### src/rtl/plt_pkg.sv
package plt_pkg;
  localparam int CR_W = 16;

  typedef enum logic [1:0] {
    OP_ADDR  = 2'd0,
    OP_WRITE = 2'd1,
    OP_READ  = 2'd2
  } cmd_op_e;

  typedef enum logic [1:0] {
    ST_LOCKED  = 2'd0,
    ST_TIMEOUT = 2'd1,
    ST_CMD_ERR = 2'd2
  } seq_status_e;

  typedef enum logic [2:0] {
    S_IDLE,
    S_PD_CLR,
    S_RST_LO,
    S_ADDR_RST,
    S_WR_RST,
    S_SETTLE,
    S_ADDR_STAT,
    S_READ_STAT
  } seq_state_e;

  localparam logic [CR_W-1:0] REG_CLK_RESET = 16'h7F3F;
  localparam logic [CR_W-1:0] RESET_VALUE   = 16'h0001;
  localparam logic [CR_W-1:0] REG_LANE_STAT = 16'h2003;
  localparam int              PLL_LOCK_BIT  = 1;

  function automatic logic pll_locked(input logic [CR_W-1:0] stat);
    return stat[PLL_LOCK_BIT];
  endfunction

  // true when the read that just finished is the last one allowed
  function automatic logic poll_exhausted(input logic [31:0] done_polls,
                                          input logic [31:0] limit);
    return (done_polls + 32'd1) >= limit;
  endfunction
endpackage

### src/rtl/plt_down_timer.sv
module plt_down_timer #(
  parameter int W = 4
) (
  input  logic         clk,
  input  logic         rst_n,
  input  logic         load,
  input  logic [W-1:0] load_val,
  input  logic         tick,
  output logic         last
);
  logic [W-1:0] cnt;

  always_ff @(posedge clk or negedge rst_n) begin
    if (!rst_n)                   cnt <= '0;
    else if (load)                cnt <= load_val;
    else if (tick && cnt != '0)   cnt <= cnt - 1'b1;
  end

  assign last = (cnt == W'(1));

  AST_TICK_NEEDS_COUNT: assert property (@(posedge clk) disable iff (!rst_n)
    tick |-> (cnt != '0));
endmodule

### src/rtl/plt_cmd_port.sv
module plt_cmd_port (
  input  logic clk,
  input  logic rst_n,
  input  logic req,
  input  logic no_wait,
  input  logic cmd_done,
  input  logic cmd_err,
  output logic start,
  output logic ok,
  output logic fail
);
  logic pending;

  assign start = req & ~pending;
  assign ok    = pending & cmd_done & ~cmd_err;
  assign fail  = pending & cmd_err;

  always_ff @(posedge clk or negedge rst_n) begin
    if (!rst_n)                          pending <= 1'b0;
    else if (start && !no_wait)          pending <= 1'b1;
    else if (pending && (cmd_done || cmd_err)) pending <= 1'b0;
  end

  AST_START_SINGLE: assert property (@(posedge clk) disable iff (!rst_n)
    start |=> !start);
endmodule

### src/rtl/phy_lock_seq.sv
module phy_lock_seq #(
  parameter int SETTLE_CYC = 8,
  parameter int POLL_MAX   = 4,
  parameter int PULSE_CYC  = 3,
  parameter bit EXT_RST    = 1'b1
) (
  input  logic        clk,
  input  logic        rst_n,
  input  logic        start_i,
  output logic        cmd_start,
  output logic [1:0]  cmd_op,
  output logic [15:0] cmd_wdata,
  input  logic        cmd_done,
  input  logic        cmd_err,
  input  logic [15:0] cmd_rdata,
  output logic        pwr_down_o,
  output logic        sw_rst_n_o,
  output logic        done_o,
  output logic [1:0]  status_o
);
  import plt_pkg::*;

  localparam int TMAX = (SETTLE_CYC > PULSE_CYC) ? SETTLE_CYC : PULSE_CYC;
  localparam int TW   = $clog2(TMAX + 1);
  localparam int PW   = $clog2(POLL_MAX + 1);

  seq_state_e       state, nxt;
  logic [PW-1:0]    poll_cnt;
  logic             req, no_wait, cp_ok, cp_fail;
  cmd_op_e          op;
  logic [CR_W-1:0]  wdata;
  logic             tmr_load, tmr_tick, tmr_last;
  logic [TW-1:0]    tmr_val;
  logic             fin, poll_inc, poll_clr;
  seq_status_e      fin_code;
  logic             pd_clr, rst_lo, rst_hi;

  plt_cmd_port u_port (
    .clk(clk), .rst_n(rst_n), .req(req), .no_wait(no_wait),
    .cmd_done(cmd_done), .cmd_err(cmd_err),
    .start(cmd_start), .ok(cp_ok), .fail(cp_fail)
  );

  assign tmr_tick = (state == S_RST_LO) || (state == S_SETTLE);

  plt_down_timer #(.W(TW)) u_timer (
    .clk(clk), .rst_n(rst_n), .load(tmr_load), .load_val(tmr_val),
    .tick(tmr_tick), .last(tmr_last)
  );

  assign cmd_op    = op;
  assign cmd_wdata = wdata;

  always_comb begin
    nxt      = state;
    req      = 1'b0;
    no_wait  = 1'b0;
    op       = OP_ADDR;
    wdata    = '0;
    tmr_load = 1'b0;
    tmr_val  = TW'(SETTLE_CYC);
    fin      = 1'b0;
    fin_code = ST_LOCKED;
    poll_inc = 1'b0;
    poll_clr = 1'b0;
    pd_clr   = 1'b0;
    rst_lo   = 1'b0;
    rst_hi   = 1'b0;
    case (state)
      S_IDLE: if (start_i) begin
        poll_clr = 1'b1;
        if (EXT_RST) begin pd_clr = 1'b1; nxt = S_PD_CLR; end
        else nxt = S_ADDR_RST;
      end
      S_PD_CLR: begin
        rst_lo   = 1'b1;
        tmr_load = 1'b1;
        tmr_val  = TW'(PULSE_CYC);
        nxt      = S_RST_LO;
      end
      S_RST_LO: if (tmr_last) begin rst_hi = 1'b1; nxt = S_ADDR_RST; end
      S_ADDR_RST: begin
        req   = 1'b1;
        wdata = REG_CLK_RESET;
        if (cp_fail)    begin fin = 1'b1; fin_code = ST_CMD_ERR; end
        else if (cp_ok) nxt = S_WR_RST;
      end
      S_WR_RST: begin
        req      = 1'b1;
        no_wait  = 1'b1;
        op       = OP_WRITE;
        wdata    = RESET_VALUE;
        tmr_load = 1'b1;
        nxt      = S_SETTLE;
      end
      S_SETTLE: if (tmr_last) nxt = S_ADDR_STAT;
      S_ADDR_STAT: begin
        req   = 1'b1;
        wdata = REG_LANE_STAT;
        if (cp_fail)    begin fin = 1'b1; fin_code = ST_CMD_ERR; end
        else if (cp_ok) nxt = S_READ_STAT;
      end
      S_READ_STAT: begin
        req = 1'b1;
        op  = OP_READ;
        if (cp_fail) begin
          fin = 1'b1; fin_code = ST_CMD_ERR;
        end else if (cp_ok) begin
          if (pll_locked(cmd_rdata)) begin
            fin = 1'b1; fin_code = ST_LOCKED;
          end else if (poll_exhausted(32'(poll_cnt), 32'(POLL_MAX))) begin
            fin = 1'b1; fin_code = ST_TIMEOUT;
          end else begin
            poll_inc = 1'b1;
            tmr_load = 1'b1;
            nxt      = S_SETTLE;
          end
        end
      end
      default: nxt = S_IDLE;
    endcase
    if (fin) nxt = S_IDLE;
  end

  always_ff @(posedge clk or negedge rst_n) begin
    if (!rst_n) begin
      state    <= S_IDLE;
      poll_cnt <= '0;
      done_o   <= 1'b0;
      status_o <= ST_LOCKED;
    end else begin
      state  <= nxt;
      done_o <= fin;
      if (fin)           status_o <= fin_code;
      if (poll_clr)      poll_cnt <= '0;
      else if (poll_inc) poll_cnt <= poll_cnt + 1'b1;
    end
  end

  generate
    if (EXT_RST) begin : g_ext
      logic pd_q, rst_q;
      always_ff @(posedge clk or negedge rst_n) begin
        if (!rst_n) begin
          pd_q  <= 1'b1;
          rst_q <= 1'b1;
        end else begin
          if (pd_clr) pd_q <= 1'b0;
          if (rst_lo)      rst_q <= 1'b0;
          else if (rst_hi) rst_q <= 1'b1;
        end
      end
      assign pwr_down_o = pd_q;
      assign sw_rst_n_o = rst_q;

      AST_PD_BEFORE_RST: assert property (@(posedge clk) disable iff (!rst_n)
        $fell(sw_rst_n_o) |-> !pwr_down_o);
    end else begin : g_noext
      assign pwr_down_o = 1'b0;
      assign sw_rst_n_o = 1'b1;
    end
  endgenerate

  AST_RST_WRITE_VALUE: assert property (@(posedge clk) disable iff (!rst_n)
    (cmd_start && cmd_op == OP_WRITE) |-> cmd_wdata == RESET_VALUE);
  AST_DONE_PULSE: assert property (@(posedge clk) disable iff (!rst_n)
    done_o |=> !done_o);
  AST_ERR_ABORT: assert property (@(posedge clk) disable iff (!rst_n)
    cp_fail |=> (done_o && status_o == ST_CMD_ERR));
  AST_POLL_BOUND: assert property (@(posedge clk) disable iff (!rst_n)
    poll_cnt < PW'(POLL_MAX));
  AST_LOCK_REPORT: assert property (@(posedge clk) disable iff (!rst_n)
    (state == S_READ_STAT && cp_ok && cmd_rdata[PLL_LOCK_BIT])
      |=> (done_o && status_o == ST_LOCKED));
endmodule

### config.mk
export PLATFORM = sky130hd
export DESIGN_NAME = phy_lock_seq
export DESIGN_NICKNAME = d
export VERILOG_FILES = /design/src/rtl/plt_pkg.sv /design/src/rtl/plt_down_timer.sv /design/src/rtl/plt_cmd_port.sv /design/src/rtl/phy_lock_seq.sv
export SDC_FILE = /design/constraint.sdc
export NUM_CORES = 1
export LEC_CHECK = 0
export BUFFER_PORTS_ARGS = -buffer_cell sky130_fd_sc_hd__buf_2
export CAP_MARGIN = 20
export CORE_MARGIN = 2
export CORE_UTILIZATION = 30
export CTS_CLUSTER_DIAMETER = 40
export DETAILED_ROUTE_END_ITERATION = 7
export GPL_ROUTABILITY_DRIVEN = 1
export PLACE_DENSITY_LB_ADDON = 0.08
export SYNTH_ARGS = -nofsm -noshare
export SYNTH_HDL_FRONTEND = slang
export SYNTH_HIERARCHICAL = 1
export SYNTH_SLANG_ARGS = --single-unit
### constraint.sdc
create_clock -name clk -period 2.3 [get_ports clk]
set_input_delay 0.46 -clock clk [delete_from_list [all_inputs] [get_ports clk]]
set_output_delay 0.46 -clock clk [all_outputs]
set_load 0.01 [all_outputs]
======== Word level (Yosys, flattened, before mapping) ========
Index checks and enable logic that the tools add are counted.
operators by class
  add/subtract/negate cells ............... 3
  multiply operators ...................... 0
  div/mod/pow operators ................... 0
  $lt $le $gt $ge ......................... 1
  eq/ne operators ......................... 19
  shift operators ......................... 0
  multiplexer cells ....................... 49
  bitwise logic cells ..................... 6
  reduce and logical (&&, ||, !) cells .... 16
operators by type and width
  operator               count
  $pmux W15 S3           1
  $mux W3                14
  $ne A3 B3 Y1 const B   11
  $mux W1                24
  $pmux W3 S8            1
  $eq A3 B3 Y1 const B   4
  $mux W4                3
  $reduce_and A11 Y1     1
  $pmux W2 S2            2
  $reduce_bool A2 Y1     4
  $eq A3 B2 Y1 const B   2
  $add A3 B1 Y4 const B  1
  $and A1 B1 Y1          4
  $eq A4 B1 Y1 const B   1
  $ge A4 B3 Y1 const B   1
  $mux W2                2
  $pmux W1 S2            2
  $reduce_bool A4 Y1     1
  $reduce_or A2 Y1       2
  $reduce_or A4 Y1       1
  $sub A4 B1 Y4 const B  1
  $add A3 B1 Y3 const B  1
  $eq A3 B1 Y1 const B   1
  $logic_and A1 B1 Y1    3
  other kinds (4)        6
word-level totals
  bits in registers ....................... 16
  latch bits .............................. 0
  bits in writable memories ............... 0
  bits in read-only memories .............. 0
  bits of input ports ..................... 21
  output and inout port bits .............. 24
  word-level logic and storage cells ...... 102
  memories ................................ 0

======== Logic depth before layout (Yosys ltp) ========
Gate-level depths: netlist (run 1).
  word-level depth ........................ 9
  gate-level depth with buffers ........... 10
  gate-level depth less buffers ........... 9

======== Hierarchy ========
Netlist (run 1), hierarchy kept.
modules (own cells, without submodules)
  module          instances  cells each  area each (sq um)
  phy_lock_seq    1          92          793.3
  plt_down_timer  1          29          282.8
  plt_cmd_port    1          8           65.1

======== Least setup slack after synthesis (run 1) ========
OpenSTA, ideal clock, no wires.
  path kind ............................... input-to-reg
  from .................................... input cmd_err
  to ...................................... register u_timer.cnt[3]
  data arrival time ....................... 1.976 ns
  required time ........................... 2.174 ns
  path slack .............................. 0.198 ns
  stages .................................. 7
  path buffers ............................ 1
  path through ............................ and2_2 > or4_4 > nand2b_4 > nand3b_1 > buf_4 > nor3_1 > a221o_1
between the ends
  longest elaborated chain between the ends .. 6
  elaborated cells between the ends (all ways) .. 8
  classes of those cells .................. mux (4); bitwise (3); reduce/logical (1)
ends and longest elaborated chain
  what                                                  RTL line              RTL
  from (decl)                                           phy_lock_seq.sv:14    input logic cmd_err,
  $not A1 Y1                                            plt_cmd_port.sv:15    assign ok = pending & cmd_done & ~cmd_err;
  $and A1 B1 Y1                                         plt_cmd_port.sv:15
  $mux W1                                               phy_lock_seq.sv:108   end else if (cp_ok) begin
  $mux W1 *                                             phy_lock_seq.sv:106   if (cp_fail) begin
  $pmux W1 S2 *                                         phy_lock_seq.sv:69    case (state)
  named net tmr_load                                    phy_lock_seq.sv:32    logic tmr_load, tmr_tick, tmr_last;
  $mux W4 / $reduce_bool A2 Y1 (equally long branches)  --
  to (signal assigned)                                  plt_down_timer.sv:15  else if (load) cnt <= load_val;
  to (signal assigned)                                  plt_down_timer.sv:16  else if (tick && cnt != '0) cnt <= cnt - 1'b1;
  to (decl)                                             plt_down_timer.sv:11  logic [W-1:0] cnt;
Mark *: on every way through the listed nets, which the timed path passes. The rest lies on a longest branch.
A chain may end at the register's enable or synchronous reset.

======== Worst setup path in the final report (run 1) ========
  from .................................... register u_port.pending
  to ...................................... register u_timer.cnt[0]
between the ends
  longest elaborated chain between the ends .. 6
  elaborated cells between the ends (all ways) .. 8
  classes of those cells .................. mux (4); bitwise (3); reduce/logical (1)
ends and longest elaborated chain
  what                                                  RTL line             RTL
  from (decl)                                           plt_cmd_port.sv:12   logic pending;
  from (signal assigned)                                plt_cmd_port.sv:19   if (!rst_n) pending <= 1'b0;
  from (signal assigned)                                plt_cmd_port.sv:20   else if (start && !no_wait) pending <= 1'b1;
  from (signal assigned)                                plt_cmd_port.sv:21   else if (pending && (cmd_done || cmd_err)) pending <= 1'b0;
  $and A1 B1 Y1 * (2 in a row)                          plt_cmd_port.sv:15
  named net cp_ok                                       phy_lock_seq.sv:29   logic req, no_wait, cp_ok, cp_fail;
  $mux W1 *                                             phy_lock_seq.sv:108
  $mux W1 *                                             phy_lock_seq.sv:106
  $pmux W1 S2 *                                         phy_lock_seq.sv:69
  named net tmr_load                                    phy_lock_seq.sv:32
  $mux W4 / $reduce_bool A2 Y1 (equally long branches)  --
Marked as above.

==> results.json, run 1 <==
{
  "drt_drc_violations_left": 0,
  "leakage_nw": 0.672,
  "die_w_um": 65.7,
  "dp_slack_ns": 0.00896,
  "met2_length_um": 1020,
  "hp-class": "in2async",
  "setup_viol": 0,
  "postCtsSetupBuffers": 0,
  "htreeDepth": 1,
  "ys_async_sr_fraction_pct": 100,
  "clock.fmax_ghz": 0.475,
  "cp_max_fo": 5,
  "overflow": 0,
  "power_density_nw_per_um2": 1310,
  "status": "complete, no violations",
  "cp.arrival_ns": 2.23,
  "antenna_found_initial": 0,
  "wl_per_cell_um": 11.7,
  "grt_max_degree": 18,
  "ios": 45,
  "rsz0062_at_grt": "no",
  "hold_buffers": 0,
  "start_util_pct": 31.2,
  "syn_inst": 129,
  "wl_met3_um": 92,
  "syn_to_final_growth_pct": 19.1,
  "synth_edf_count": 0,
  "syn_area_per_cell_um2": 8.85,
  "cts_sinks": 16,
  "drive_gt1_share_pct": 34.6,
  "crit_path_start_kind": "flop",
  "cts_max_path_buffers": 2,
  "viasPerCell": 4.70,
  "maxSlewViolCount": 0,
  "slowest_stage": "or4_4",
  "clk_latency_ns": 0.25,
  "synth_seq_area_share_pct": 35.3,
  "fin_util_pct": 37.1,
  "fin_hold_ws_ns": 0.124,
  "num-fill-cells": 380,
  "hold_violations": 0,
  "path_clk_slew_ns": 0.07,
  "yosysTopAreaCell": "dfrtp_1",
  "dpl.cell_count": 200,
  "met1Wirelength_um": 1250,
  "diodes": 0,
  "cts_tree": "yes",
  "cp.required_ns": 2.42,
  "fin_skew_ns": 0.00285,
  "fin_ws_ns": 0.194,
  "cpMostUsedCell": "nand2_1",
  "portBuffers": 26,
  "path_cells": "nand2_1 > nor2_1 > nand2_1 > or4_4 > nand2b_4 > nand3b_1 > buf_4 > nor3b_1 > mux2i_1 > o311ai_1",
  "critPathMaxStageDelay_ns": 0.50,
  "cts_buffers": 3,
  "crit_type": "reg2reg",
  "drt_first_pass_iters": 4,
  "vias": 959,
  "coreArea_um2": 3660,
  "row_count": 22,
  "cap_viol_max_count": 0,
  "grt_pass1_vias": 851,
  "synthFlopType": "dfrtp_1",
  "reg2reg_slack_ns": 0.19,
  "cp-end-kind": "flop",
  "synth_area_um2": 1140,
  "synth_common_cells": "buf_4, dfrtp_1, nor2_1",
  "gp_congestion": 0.710,
  "synth_top_area_share_pct": 30.7,
  "top_layer_used": "met4",
  "clockRootBuffer": "clkbuf_8",
  "wl_um": 2390,
  "post_layout_nonfiller_instances": 204,
  "peakVddDrop_uv": 575,
  "yosysWarnings": 6,
  "worstReg2RegStart": "u_port/pending",
  "dieArea_um2": 4310,
  "period_needed_ns": 2.11,
  "grt_use_total_pct": 11.9,
  "synth_seq_cells": 16,
  "yosys.cell_types.count": 50,
  "grt_pass1_wl_um": 3930,
  "cts_resized": 0,
  "worstRegToRegCells": 10,
  "dp_hpwl_um": 1800,
  "ant_nets": 0,
  "synth.area.top_cells": "dfrtp_1, buf_4, dfstp_2, nor2_1, ha_1",
  "setup_tns_ns": 0,
  "min_period_over_period_pct": 91.6,
  "die_h_um": 65.7,
  "reg2reg_to": "u_timer/cnt[0]",
  "dr.first_iter.drc_count": 49,
  "nets": 181
}
## cells in the final DEF (no fill, tap or decap), drive strengths merged, types with 2 or more instances in the layout
cell,instances
inv,6
dfrtp,14
nand3b,3
o31ai,2
nand2b,3
o21ai,12
a31o,2
o21a,3
nor2,11
ha,3
a22o,2
nor2b,5
buf,38
nand2,11
and2,2
clkbuf,4
nor3b,3
dfstp,2
conb,4
a21oi,5
nor4b,2
## area by class of cell
type,instances,area (µm²),area share (%)
Timing Repair Buffer,38,220,16.2
Inverter,6,22.5,1.66
Sequential cell,16,403,29.7
Clock buffer,4,55.1,4.05
Tap cell,48,60.1,4.42
Multi-Input combinational cell,92,598,44.0
## metal layers
layer	GRT usage (%)	vias to the layer above
li1	-	496
met1	16.0	446
met2	18.7	15
met3	3.77	2
met4	2.34	0
met5	0	-
## critical path: cells and delay by family (launching register included)
kind	cells	cell delay, ns
AOI/OAI and AO/OA	1	0.10
and+or+nand+nor	7	1.20
muxes	1	0.12
buffers and inverters	1	0.15
DFF	1	0.40
## metrics by stage
stage	total power [mW]	instance area [µm²]
2_1_floorplan	1.31	1150
3_3_place_gp	1.54	1300
3_5_place_dp	1.55	1300
4_1_cts	1.81	1360
5_1_grt	1.94	1360
6_report	1.78	1360
## cells by family after synthesis
logic type                 Yosys count  share of synthesized area (%)
DFF                                 16                           35.3
buffers and inverters               24                           13.3
muxes                                2                           2.19
adders and majority gates            3                           3.29
other                                1                          0.329
and+or+nand+nor                     49                           26.1
AOI/OAI and AO/OA                   34                           19.5
## flip-flops by register name (all words and copies together) (netlist names)
signal	count
pwr_down_o	1
u_port/pending	1
done_o	1
u_timer/cnt	4
poll_cnt	3
status_o	2
sw_rst_n_o	1
state	3
## worst max-delay path by stage
stage,from,to,slack (ns),cells past startpoint
2_1_floorplan,cmd_err,u_timer/cnt[3],0.20,7
3_3_place_gp,cmd_done,u_timer/cnt[0],0.04,11
3_5_place_dp,cmd_done,u_timer/cnt[0],0.009,11
4_1_cts,u_port/pending,u_timer/cnt[0],0.14,10
5_1_grt,u_port/pending,u_timer/cnt[0],0.04,10
6_report,u_port/pending,u_timer/cnt[0],0.19,10
## where the power goes
| part | total [mW] | internal, mW | switching [mW] | leakage (nW) |
|---|---|---|---|---|
| registers | 0.487 | 0.395 | 0.0917 | 0.192 |
| logic | 1.04 | 0.480 | 0.561 | 0.452 |
| clock network | 0.251 | 0.152 | 0.0997 | 0.0288 |
| total | 1.78 | 1.03 | 0.752 | 0.672 |
(Power assumes the default switching activity.)
==> run 2: changes to the inputs <==
Settings changed: CORE_UTILIZATION 30 to 45, REMOVE_ABC_BUFFERS from default to 1.
==> run 2 against run 1 <==
Register-to-register slack is essentially flat; clock power shrank 43%; total power shrank 6.5%; design area shrank 4.6%; core utilization grew 16 points; critical path depth shrank 4; first-iteration DRC count shrank 69%; maximum frequency grew 0.48%.
==> results.json, run 2 (synthesis results as in run 1) <==
{
  "grt_use_total_pct": 17.9,
  "cts_resized": 0,
  "path_clk_slew_ns": 0.09,
  "dr.first_iter.drc_count": 15,
  "viasPerCell": 5.30,
  "grt_max_degree": 18,
  "coreArea_um2": 2430,
  "drt_drc_violations_left": 0,
  "setup_tns_ns": 0,
  "cap_viol_max_count": 0,
  "clk_latency_ns": 0.28,
  "critPathMaxStageDelay_ns": 0.53,
  "crit_path_start_kind": "flop",
  "drive_gt1_share_pct": 33.8,
  "clockRootBuffer": "clkbuf_4",
  "cpLargestDelayFamily": "simple AND/OR/NAND/NOR gates",
  "cp_max_fo": 8,
  "p_int_mw": 0.921,
  "cts_buffers": 3,
  "peakVddDrop_uv": 783,
  "portBuffers": 26,
  "top_register": "u_timer/cnt",
  "cp.required_ns": 2.47,
  "dp_hpwl_um": 1760,
  "p_clk_share_pct": 8.7,
  "wl_per_cell_um": 12.4,
  "reg2reg_to": "u_timer/cnt[3]",
  "fin_util_pct": 53.3,
  "min_period_over_period_pct": 91.1,
  "max_slew.worst_pin.slew_ns": 0.520,
  "period_needed_ns": 2.10,
  "row_count": 18,
  "layout_commonest_cell": "buf_2",
  "cts_tree": "yes",
  "status": "complete, no violations",
  "dpl.cell_count": 181,
  "syn_to_final_growth_pct": 13.6,
  "comb_power_share_pct": 62.1,
  "slowest_stage": "or4_4",
  "nets": 180,
  "overflow": 0,
  "drt_first_pass_iters": 4,
  "leakage_nw": 0.652,
  "rsz0062_at_grt": "no",
  "post_layout_nonfiller_instances": 184,
  "path_cells": "and2_2 > or4_4 > nand2b_4 > nand3b_1 > nor3_1 > a221o_1",
  "hp-class": "in2async",
  "htreeDepth": 1,
  "antenna_found_initial": 0,
  "final_cell_mix": "buf_2, dfrtp_1, nor2_1, buf_4, nand2_1",
  "grt_pass1_wl_um": 3780,
  "pwr-share-seq_pct": 29.2,
  "power_density_nw_per_um2": 1280,
  "diodes": 0,
  "postCtsSetupBuffers": 0,
  "path_buf_inv": 0,
  "worstRegToRegCells": 6,
  "largest_register_ffs": 4,
  "sw_frac_of_total_pct": 44.6,
  "clock.fmax_ghz": 0.477,
  "cp-end-kind": "flop",
  "crit_type": "reg2reg",
  "dieArea_um2": 2950,
  "fin_skew_ns": 0.00656,
  "worstReg2RegStart": "u_port/pending",
  "grt_pass1_vias": 843,
  "cts_max_path_buffers": 2,
  "crit_cells": 6,
  "start_util_pct": 46.9,
  "ios": 45,
  "vias": 976,
  "fin_area_um2": 1300,
  "cts_sinks": 16,
  "die_h_um": 54.4,
  "setup_viol": 0,
  "hold_violations": 0,
  "gp_congestion": 0.774,
  "die_w_um": 54.4,
  "cp.arrival_ns": 2.26,
  "maxSlewViolCount": 0,
  "p_switching_mw": 0.742,
  "wl_um": 2280,
  "top_regs": "u_timer/cnt: 4 flops, poll_cnt: 3 flops, state: 3 flops",
  "placed_area_um2": 1270,
  "ant_nets": 0,
  "hold_buffers": 0,
  "reg2reg_slack_ns": 0.20,
  "slew_headroom_pct": 65.3
}
==> run 2: power groups by stage <==
| stage | Combinational, mW | Sequential [mW] | Clock [mW] |
|---|---|---|---|
| global route | 1.15 | 0.505 | 0.166 |
| global placement | 1.02 | 0.485 | 0 |
| floorplan | 0.581 | 0.541 | 0 |
| finish | 1.03 | 0.486 | 0.144 |
| detailed placement | 1.04 | 0.491 | 0 |
| CTS | 1.04 | 0.487 | 0.158 |
==> run 2: cell type report <==
cell class,instances,area (µm²)
repair buffers,37,213
inverters,6,22.5
multi-input cells,92,598
clock buffers,3,22.5
fillers,247,1140
well taps,30,37.5
flip-flops and latches,16,403
==> run 2: worst max path at each step <==
stage	endpoint	startpoint
after floorplan	cmd_wdata[10]	state[1]
after global placement	u_timer/cnt[3]	cmd_err
after detailed placement	u_timer/cnt[3]	cmd_err
after CTS	u_timer/cnt[3]	u_port/pending
after global routing	u_timer/cnt[3]	u_port/pending
final	u_timer/cnt[3]	u_port/pending
==> run 2: layer usage <==
| metal | wire length [µm] | track usage (%) | up-vias | share of wire, % |
|---|---|---|---|---|
| li1 | - | - | 492 | - |
| met2 | 1050 | 29.3 | 32 | 46 |
| met3 | 143 | 2.46 | 2 | 6.3 |
| met1 | 1070 | 23.9 | 450 | 47 |
| met5 | 0 | 0 | - | 0 |
| met4 | 10 | 6.25 | 0 | 0.44 |
==> run 2: stage by stage <==
stage	total power, mW	hold WS, ns	setup slack (ns)
floorplan	1.12	0.164	-0.108
global placement	1.50	0.400	0.0765
detailed placement	1.53	0.399	0.0448
CTS	1.69	0.0737	0.189
global route	1.82	0.0816	0.0257
finish	1.66	0.0739	0.204
